### src/rtl/i2c_byte_master.sv
module i2c_byte_master #(
  parameter int AW = 8,
  parameter logic [15:0] DEF_FULL = 16'd250,
  parameter logic [15:0] DEF_HALF = 16'd125
) (
  input  logic          clk,
  input  logic          rst_n,
  input  logic [AW-1:0] reg_addr,
  input  logic [31:0]   reg_wdata,
  input  logic          reg_we,
  output logic [31:0]   reg_rdata,
  input  logic          scl_i,
  input  logic          sda_i,
  output logic          scl_oe,
  output logic          sda_oe
);
  localparam logic [AW-1:0] A_CMD = AW'(8'h00);
  localparam logic [AW-1:0] A_STS = AW'(8'h04);
  localparam logic [AW-1:0] A_CLK = AW'(8'h0C);
  localparam logic [AW-1:0] A_CTL = AW'(8'h10);

  typedef enum logic [2:0] {S_IDLE, S_START, S_BIT, S_ACK, S_STOP} st_t;
  st_t st;

  logic [31:0] clkr;
  logic [1:0]  ctl;
  logic [15:0] cnt;
  logic [2:0]  bitn;
  logic [7:0]  shreg, rxd;
  logic        rd_mode, is_rd, nack_q, sda_rel, scl_hold;
  logic        lrb, lab, busy;

  wire [15:0] full  = clkr[15:0];
  wire [15:0] half  = clkr[31:16];
  wire [15:0] qpt   = half >> 1;
  wire [15:0] mhi   = half + ((full - half) >> 1);
  wire        run   = (ctl == 2'b11);
  wire        scl_hi = (cnt >= half);
  wire        last  = (cnt == full - 16'd1);
  wire        adv   = !(scl_hi && !scl_i);
  wire        acc   = reg_we && (reg_addr == A_CMD) && run && !busy;

  assign scl_oe = run && ((st == S_IDLE) ? scl_hold : !scl_hi);
  assign sda_oe = run && !sda_rel;

  always_comb begin
    case (reg_addr)
      A_STS:   reg_rdata = {19'd0, busy, lrb, 1'b0, lab, 1'b0, rxd};
      A_CLK:   reg_rdata = clkr;
      A_CTL:   reg_rdata = {30'd0, ctl};
      default: reg_rdata = 32'd0;
    endcase
  end

  always_ff @(posedge clk or negedge rst_n) begin
    if (!rst_n) begin
      st <= S_IDLE; clkr <= {DEF_HALF, DEF_FULL}; ctl <= 2'b00;
      cnt <= '0; bitn <= '0; shreg <= '0; rxd <= '0;
      rd_mode <= 1'b0; is_rd <= 1'b0; nack_q <= 1'b0;
      sda_rel <= 1'b1; scl_hold <= 1'b0; lrb <= 1'b0; lab <= 1'b0; busy <= 1'b0;
    end else begin
      if (reg_we && reg_addr == A_CLK) clkr <= reg_wdata;
      if (reg_we && reg_addr == A_CTL) ctl <= reg_wdata[1:0];
      if (!run) begin
        st <= S_IDLE; busy <= 1'b0; scl_hold <= 1'b0; sda_rel <= 1'b1; cnt <= '0;
        if (!ctl[0]) begin lab <= 1'b0; lrb <= 1'b0; rxd <= '0; end
      end else if (acc) begin
        if (!(reg_wdata[9] && lab)) begin
          busy <= 1'b1; cnt <= '0; lab <= 1'b0; bitn <= 3'd7;
          nack_q <= reg_wdata[8]; shreg <= reg_wdata[7:0];
          if (reg_wdata[9]) st <= S_STOP;
          else if (reg_wdata[10]) begin
            st <= S_START; rd_mode <= reg_wdata[0]; is_rd <= 1'b0; lrb <= 1'b0;
          end else begin
            st <= S_BIT; is_rd <= rd_mode; lrb <= 1'b0;
          end
        end
      end else if (st != S_IDLE && adv) begin
        cnt <= last ? 16'd0 : cnt + 16'd1;
        case (st)
          S_START: begin
            if (cnt == qpt) sda_rel <= 1'b1;
            if (cnt == mhi) sda_rel <= 1'b0;
            if (last) begin st <= S_BIT; bitn <= 3'd7; end
          end
          S_BIT: begin
            if (cnt == qpt) sda_rel <= is_rd | shreg[7];
            if (last) begin
              if (!is_rd && sda_rel && !sda_i) begin
                lab <= 1'b1; st <= S_IDLE; busy <= 1'b0; scl_hold <= 1'b0;
              end else begin
                shreg <= {shreg[6:0], sda_i};
                bitn  <= bitn - 3'd1;
                if (bitn == 3'd0) st <= S_ACK;
              end
            end
          end
          S_ACK: begin
            if (cnt == qpt) sda_rel <= is_rd ? nack_q : 1'b1;
            if (last) begin
              if (is_rd) rxd <= shreg;
              else       lrb <= sda_i;
              st <= S_IDLE; busy <= 1'b0; scl_hold <= 1'b1;
            end
          end
          S_STOP: begin
            if (cnt == qpt) sda_rel <= 1'b0;
            if (cnt == mhi) sda_rel <= 1'b1;
            if (last) begin st <= S_IDLE; busy <= 1'b0; scl_hold <= 1'b0; end
          end
          default: st <= S_IDLE;
        endcase
      end
    end
  end

  assert_sda_in_low_phase_R3: assert property (@(posedge clk) disable iff (!rst_n || !run)
    (st == S_BIT || st == S_ACK) && ($past(st) == S_BIT || $past(st) == S_ACK) &&
    (sda_oe != $past(sda_oe)) |-> scl_oe && $past(scl_oe));

  assert_start_edge_R3: assert property (@(posedge clk) disable iff (!rst_n || !run)
    st == S_START && $past(st) == S_START && $rose(sda_oe) |-> !scl_oe);

  assert_stop_edge_R3: assert property (@(posedge clk) disable iff (!rst_n || !run)
    st == S_STOP && $past(st) == S_STOP && $fell(sda_oe) |-> !scl_oe);

  assert_lost_release_R7: assert property (@(posedge clk) disable iff (!rst_n)
    $rose(lab) |-> !scl_oe && !sda_oe);

  assert_busy_from_cmd_R4: assert property (@(posedge clk) disable iff (!rst_n)
    $rose(busy) |-> $past(reg_we && reg_addr == A_CMD));
endmodule

### config.mk
export PLATFORM = sky130hd
export DESIGN_NAME = i2c_byte_master
export DESIGN_NICKNAME = d
export VERILOG_FILES = /design/src/rtl/i2c_byte_master.sv
export SDC_FILE = /design/constraint.sdc
export NUM_CORES = 1
export LEC_CHECK = 0
export ABC_AREA = 1
export CORE_MARGIN = 5
export CORE_UTILIZATION = 25
export DETAILED_ROUTE_END_ITERATION = 10
export PLACE_DENSITY_LB_ADDON = 0.1
export SYNTH_ARGS = -nofsm -noshare
export SYNTH_HDL_FRONTEND = slang
export SYNTH_SLANG_ARGS = --single-unit
### constraint.sdc
create_clock -name clk -period 4.55 [get_ports clk]
set_input_delay 0.91 -clock clk [delete_from_list [all_inputs] [get_ports clk]]
set_output_delay 0.91 -clock clk [all_outputs]
set_load 0.01 [all_outputs]
==> metrics.txt <==
# TYPE chip_impl_metric gauge
chip_impl_metric{name="drt_first_pass_iters",unit=""} 7
chip_impl_info{name="critPathLaunch",value="clkr[18]"} 1
chip_impl_metric{name="multiInputGateArea",unit="mm2"} 0.004705
chip_impl_metric{name="final_critical_path_setup_slack",unit="ps"} 463.0
chip_impl_metric{name="remaining_drc_errors",unit=""} 0
chip_impl_info{name="synth_common_cells",value="304 x sky130_fd_sc_hd__nand2_1, 171 x sky130_fd_sc_hd__inv_1, 103 x sky130_fd_sc_hd__nor2_1"} 1
chip_impl_metric{name="area.sequential",unit="mm2"} 0.002018
chip_impl_metric{name="drive_above_1_share",unit="%"} 9.250
chip_impl_metric{name="area_growth_syn_to_layout",unit="%"} 21.60
chip_impl_metric{name="chipWidth",unit="um"} 183.4
chip_impl_metric{name="grt_pass1_wl",unit="um"} 41740
chip_impl_metric{name="final_critical_path_time_including_i_o_delays_and_setup",unit="ps"} 4087
chip_impl_metric{name="ys_seq_area_share",unit="%"} 26.86
chip_impl_metric{name="synth_seq_cells",unit=""} 80
chip_impl_metric{name="synthesis.area_per_instance",unit="um2"} 6.746
chip_impl_metric{name="final.fill_count",unit=""} 3363
chip_impl_metric{name="power.share.clock",unit="%"} 28.1
chip_impl_metric{name="layout.nets",unit=""} 1294
chip_impl_info{name="crit_type",value="reg -> reg"} 1
chip_impl_metric{name="synthDominantCellAreaShare",unit="%"} 22.31
chip_impl_info{name="timing.critical_path.to_type",value="flop"} 1
chip_impl_metric{name="drt-initial-drc-count",unit=""} 439
chip_impl_metric{name="fp.dieH",unit="um"} 183.4
chip_impl_metric{name="grt_antenna_before_repair",unit=""} 0
chip_impl_metric{name="cts.sink_count",unit=""} 80
chip_impl_metric{name="arrival_time_at_the_worst_endpoint",unit="ps"} 4360
chip_impl_metric{name="tritoncts.num_buffers",unit=""} 9
chip_impl_metric{name="final_max_slew_viol_count",unit=""} 0
chip_impl_metric{name="routabilityCongestion",unit=""} 0.8802
chip_impl_metric{name="maximum_clock_path_buffer_count",unit=""} 2
chip_impl_metric{name="number_of_global_route_vias_before_repair",unit=""} 7341
chip_impl_metric{name="final_cells",unit=""} 1590
chip_impl_metric{name="detailed_place_hpwl",unit="um"} 22060
chip_impl_info{name="crit_path_frequent_cell",value="sky130_fd_sc_hd__nand2_1"} 1
chip_impl_metric{name="ys.warnings.count",unit=""} 0
chip_impl_metric{name="post_synth_num_cell_types",unit=""} 50
chip_impl_metric{name="sequential_fraction_of_design_power",unit="%"} 24.2
chip_impl_metric{name="synth.net_count",unit=""} 1213
chip_impl_info{name="r2r-start",value="clkr[18]"} 1
chip_impl_metric{name="power_leakage",unit="nW"} 4.391
chip_impl_metric{name="detailed_route_wl",unit="um"} 26820
chip_impl_metric{name="port-buffer-count",unit=""} 78
chip_impl_metric{name="cts_hold_repair.buffers",unit=""} 0
chip_impl_metric{name="dp_cells",unit=""} 1574
chip_impl_metric{name="synthArstFlopShare",unit="%"} 100.0
chip_impl_info{name="top_cells_by_area_in_the_synthesized_netlist",value="sky130_fd_sc_hd__dfrtp_1 22%, sky130_fd_sc_hd__nand2_1 15%, sky130_fd_sc_hd__ha_1 8.7%"} 1
chip_impl_info{name="library_cell_with_the_largest_summed_area_after_synthesis",value="sky130_fd_sc_hd__dfrtp_1"} 1
chip_impl_info{name="rsz_0062_raised_after_global_routing",value="false"} 1
chip_impl_metric{name="totalNegativeSetupSlack",unit="ps"} 0
chip_impl_metric{name="final_cell_area",unit="mm2"} 0.009138
chip_impl_info{name="hp-start",value="bitn[2]"} 1
chip_impl_metric{name="slew_limit_headroom",unit="%"} 43.13
chip_impl_metric{name="overflow",unit=""} 0
chip_impl_metric{name="std_cell_rows",unit=""} 63
chip_impl_metric{name="switching_share",unit="%"} 42.92
chip_impl_metric{name="switchingPower",unit="mW"} 1.399
chip_impl_metric{name="worst_path_clk_slew",unit="ps"} 70
chip_impl_metric{name="antenna_violating_nets_post_route",unit=""} 0
chip_impl_metric{name="initial_utilization",unit="%"} 25.35
chip_impl_metric{name="wire_per_inst",unit="um"} 16.87
chip_impl_metric{name="hold_viol_final",unit=""} 0
chip_impl_metric{name="timing_worst_slew_pin_value",unit="ps"} 853.1
chip_impl_metric{name="p_int",unit="mW"} 1.861
chip_impl_metric{name="clock_latency_on_the_worst_skew_pair",unit="ps"} 350
chip_impl_metric{name="timing.critical_path.fanout_max",unit=""} 5
chip_impl_info{name="synthFlopType",value="sky130_fd_sc_hd__dfrtp_1"} 1
chip_impl_metric{name="post-layout-total-power",unit="mW"} 3.260
chip_impl_metric{name="dieArea",unit="mm2"} 0.03363
chip_impl_metric{name="core",unit="mm2"} 0.02964
chip_impl_metric{name="antennaDiodeCount",unit=""} 0
chip_impl_metric{name="post-cts-setup-buffer-count",unit=""} 0
chip_impl_metric{name="routed_via_density",unit=""} 4.553
chip_impl_metric{name="place_ws",unit="ps"} 295.2
chip_impl_info{name="synth_most_common_cell",value="sky130_fd_sc_hd__nand2_1"} 1
chip_impl_info{name="tritoncts",value="done"} 1
chip_impl_metric{name="cpPeakStageDelay",unit="ps"} 560
chip_impl_metric{name="fmax",unit="MHz"} 244.7
chip_impl_info{name="critical-path-slowest-cell",value="sky130_fd_sc_hd__dfstp_2"} 1
chip_impl_metric{name="number_of_flops_mapped_to_enable_cells_by_yosys",unit=""} 0
chip_impl_metric{name="finClkSkew",unit="ps"} 15.30
chip_impl_metric{name="synthesis.instances",unit=""} 1114
chip_impl_info{name="outcome",value="finished, final reports clean"} 1
chip_impl_metric{name="power.density_cell_area",unit="mW/mm2"} 356.8
chip_impl_metric{name="vias",unit=""} 7239
chip_impl_metric{name="globalRouteTotalUtil",unit="%"} 16.03
chip_impl_metric{name="critPathRequiredTime",unit="ps"} 4830
chip_impl_info{name="worst_setup_path_start_kind",value="flop"} 1
chip_impl_metric{name="largest_net_degree_at_the_start_of_global_routing",unit=""} 62
chip_impl_metric{name="cts-resized-gates",unit=""} 0
chip_impl_info{name="hold_path.class",value="reg -> reg"} 1
chip_impl_metric{name="htreeDepth",unit=""} 3
chip_impl_metric{name="timing.final.crit_share",unit="%"} 89.82
chip_impl_metric{name="max_cap_violations",unit=""} 0
chip_impl_info{name="clk_root_buffer_cell",value="sky130_fd_sc_hd__clkbuf_16"} 1
chip_impl_metric{name="placement.cell_area",unit="mm2"} 0.008780
chip_impl_metric{name="vdd_ir_drop_max",unit="mV"} 0.1992
chip_impl_metric{name="synth.cell_area",unit="mm2"} 0.007515
chip_impl_metric{name="setup_viol_count_final",unit=""} 0
chip_impl_metric{name="design.portCount",unit=""} 79
chip_impl_metric{name="part_of_the_total_power_dissipated_in_combinational_logic",unit="%"} 47.7
flip-flops by register name (all words and copies together), names as in the netlist, 2 cells and up:
register and count:
clkr 32, cnt 16, rxd 8, shreg 8, bitn 3, st 3
ctl 2
critical path, delay by kind of cell, from the launching register on:
| family | cells | cell delay [ps] |
|---|---|---|
| AND/OR/NAND/NOR | 18 | 1530 |
| AO/OA/AOI/OAI | 5 | 980 |
| adder cells (fa/ha/maj) | 2 | 650 |
| flip-flops | 1 | 560 |
| XOR/XNOR | 1 | 160 |
| buffers and inverters | 2 | 130 |
final cells by class:
type                    count  area share [%]
clock buffers               9           2.465
clock inverters             7           1.451
inverters                 180           7.422
multi-input cells         831           51.49
flip-flops and latches     80           22.09
well taps                 390           5.340
repair buffers             93           9.749
power groups by stage:
stage	Clock [mW]	Sequential [mW]	Combinational, mW
after floorplan	0	0.778	1.14
after global placement	0	0.802	1.58
after detailed placement	0	0.802	1.57
after CTS	0.944	0.789	1.57
after global routing	0.973	0.792	1.78
final	0.917	0.788	1.56
through the flow:
step,util (%),hold WS (ps)
final,30.83,473.0
after global routing,30.83,503.3
after CTS,30.83,480.1
after detailed placement,29.62,461.9
after global placement,29.62,461.3
after floorplan,-,441.7
metal layers:
layer / GRT usage [%] / wire length [um]
met1: 20.98 / 12520
met2: 28.11 / 13040
met3: 2.301 / 862
met4: 3.486 / 402
met5: 0 / 0
worst paths after layout:
check | to | slack (ps) | depth (start not counted)
max | sda_rel | 460 | 28
min | bitn[2] | 470 | 2
max reg2reg | sda_rel | 460 | 28
min reg2reg | bitn[2] | 470 | 2
max in group asynchronous | clkr[21] | 2980 | 2
min in group asynchronous | st[1] | 650 | 1
cells in the final DEF, fill, tap and decap left out, drive strengths merged, types with 16 or more instances in the layout:
cell           instances
a21oi                 41
buf                   16
clkdlybuf4s50         77
dfrtp                 67
ha                    52
inv                  181
nand2                316
nand3                 65
nand4                 20
nor2                 114
nor3                  18
o21ai                 88
xnor2                 23
xor2                  36
logic make-up after synthesis:
group,after synthesis,synth area share [%]
compound gates,166,13.09
mux,5,0.6827
fa+ha+maj,54,9.191
flops,80,26.86
buf+inv,203,10.64
xor+xnor,59,6.976
simple gates,547,32.57
Note: power is estimated with default switching activity, not from simulation.
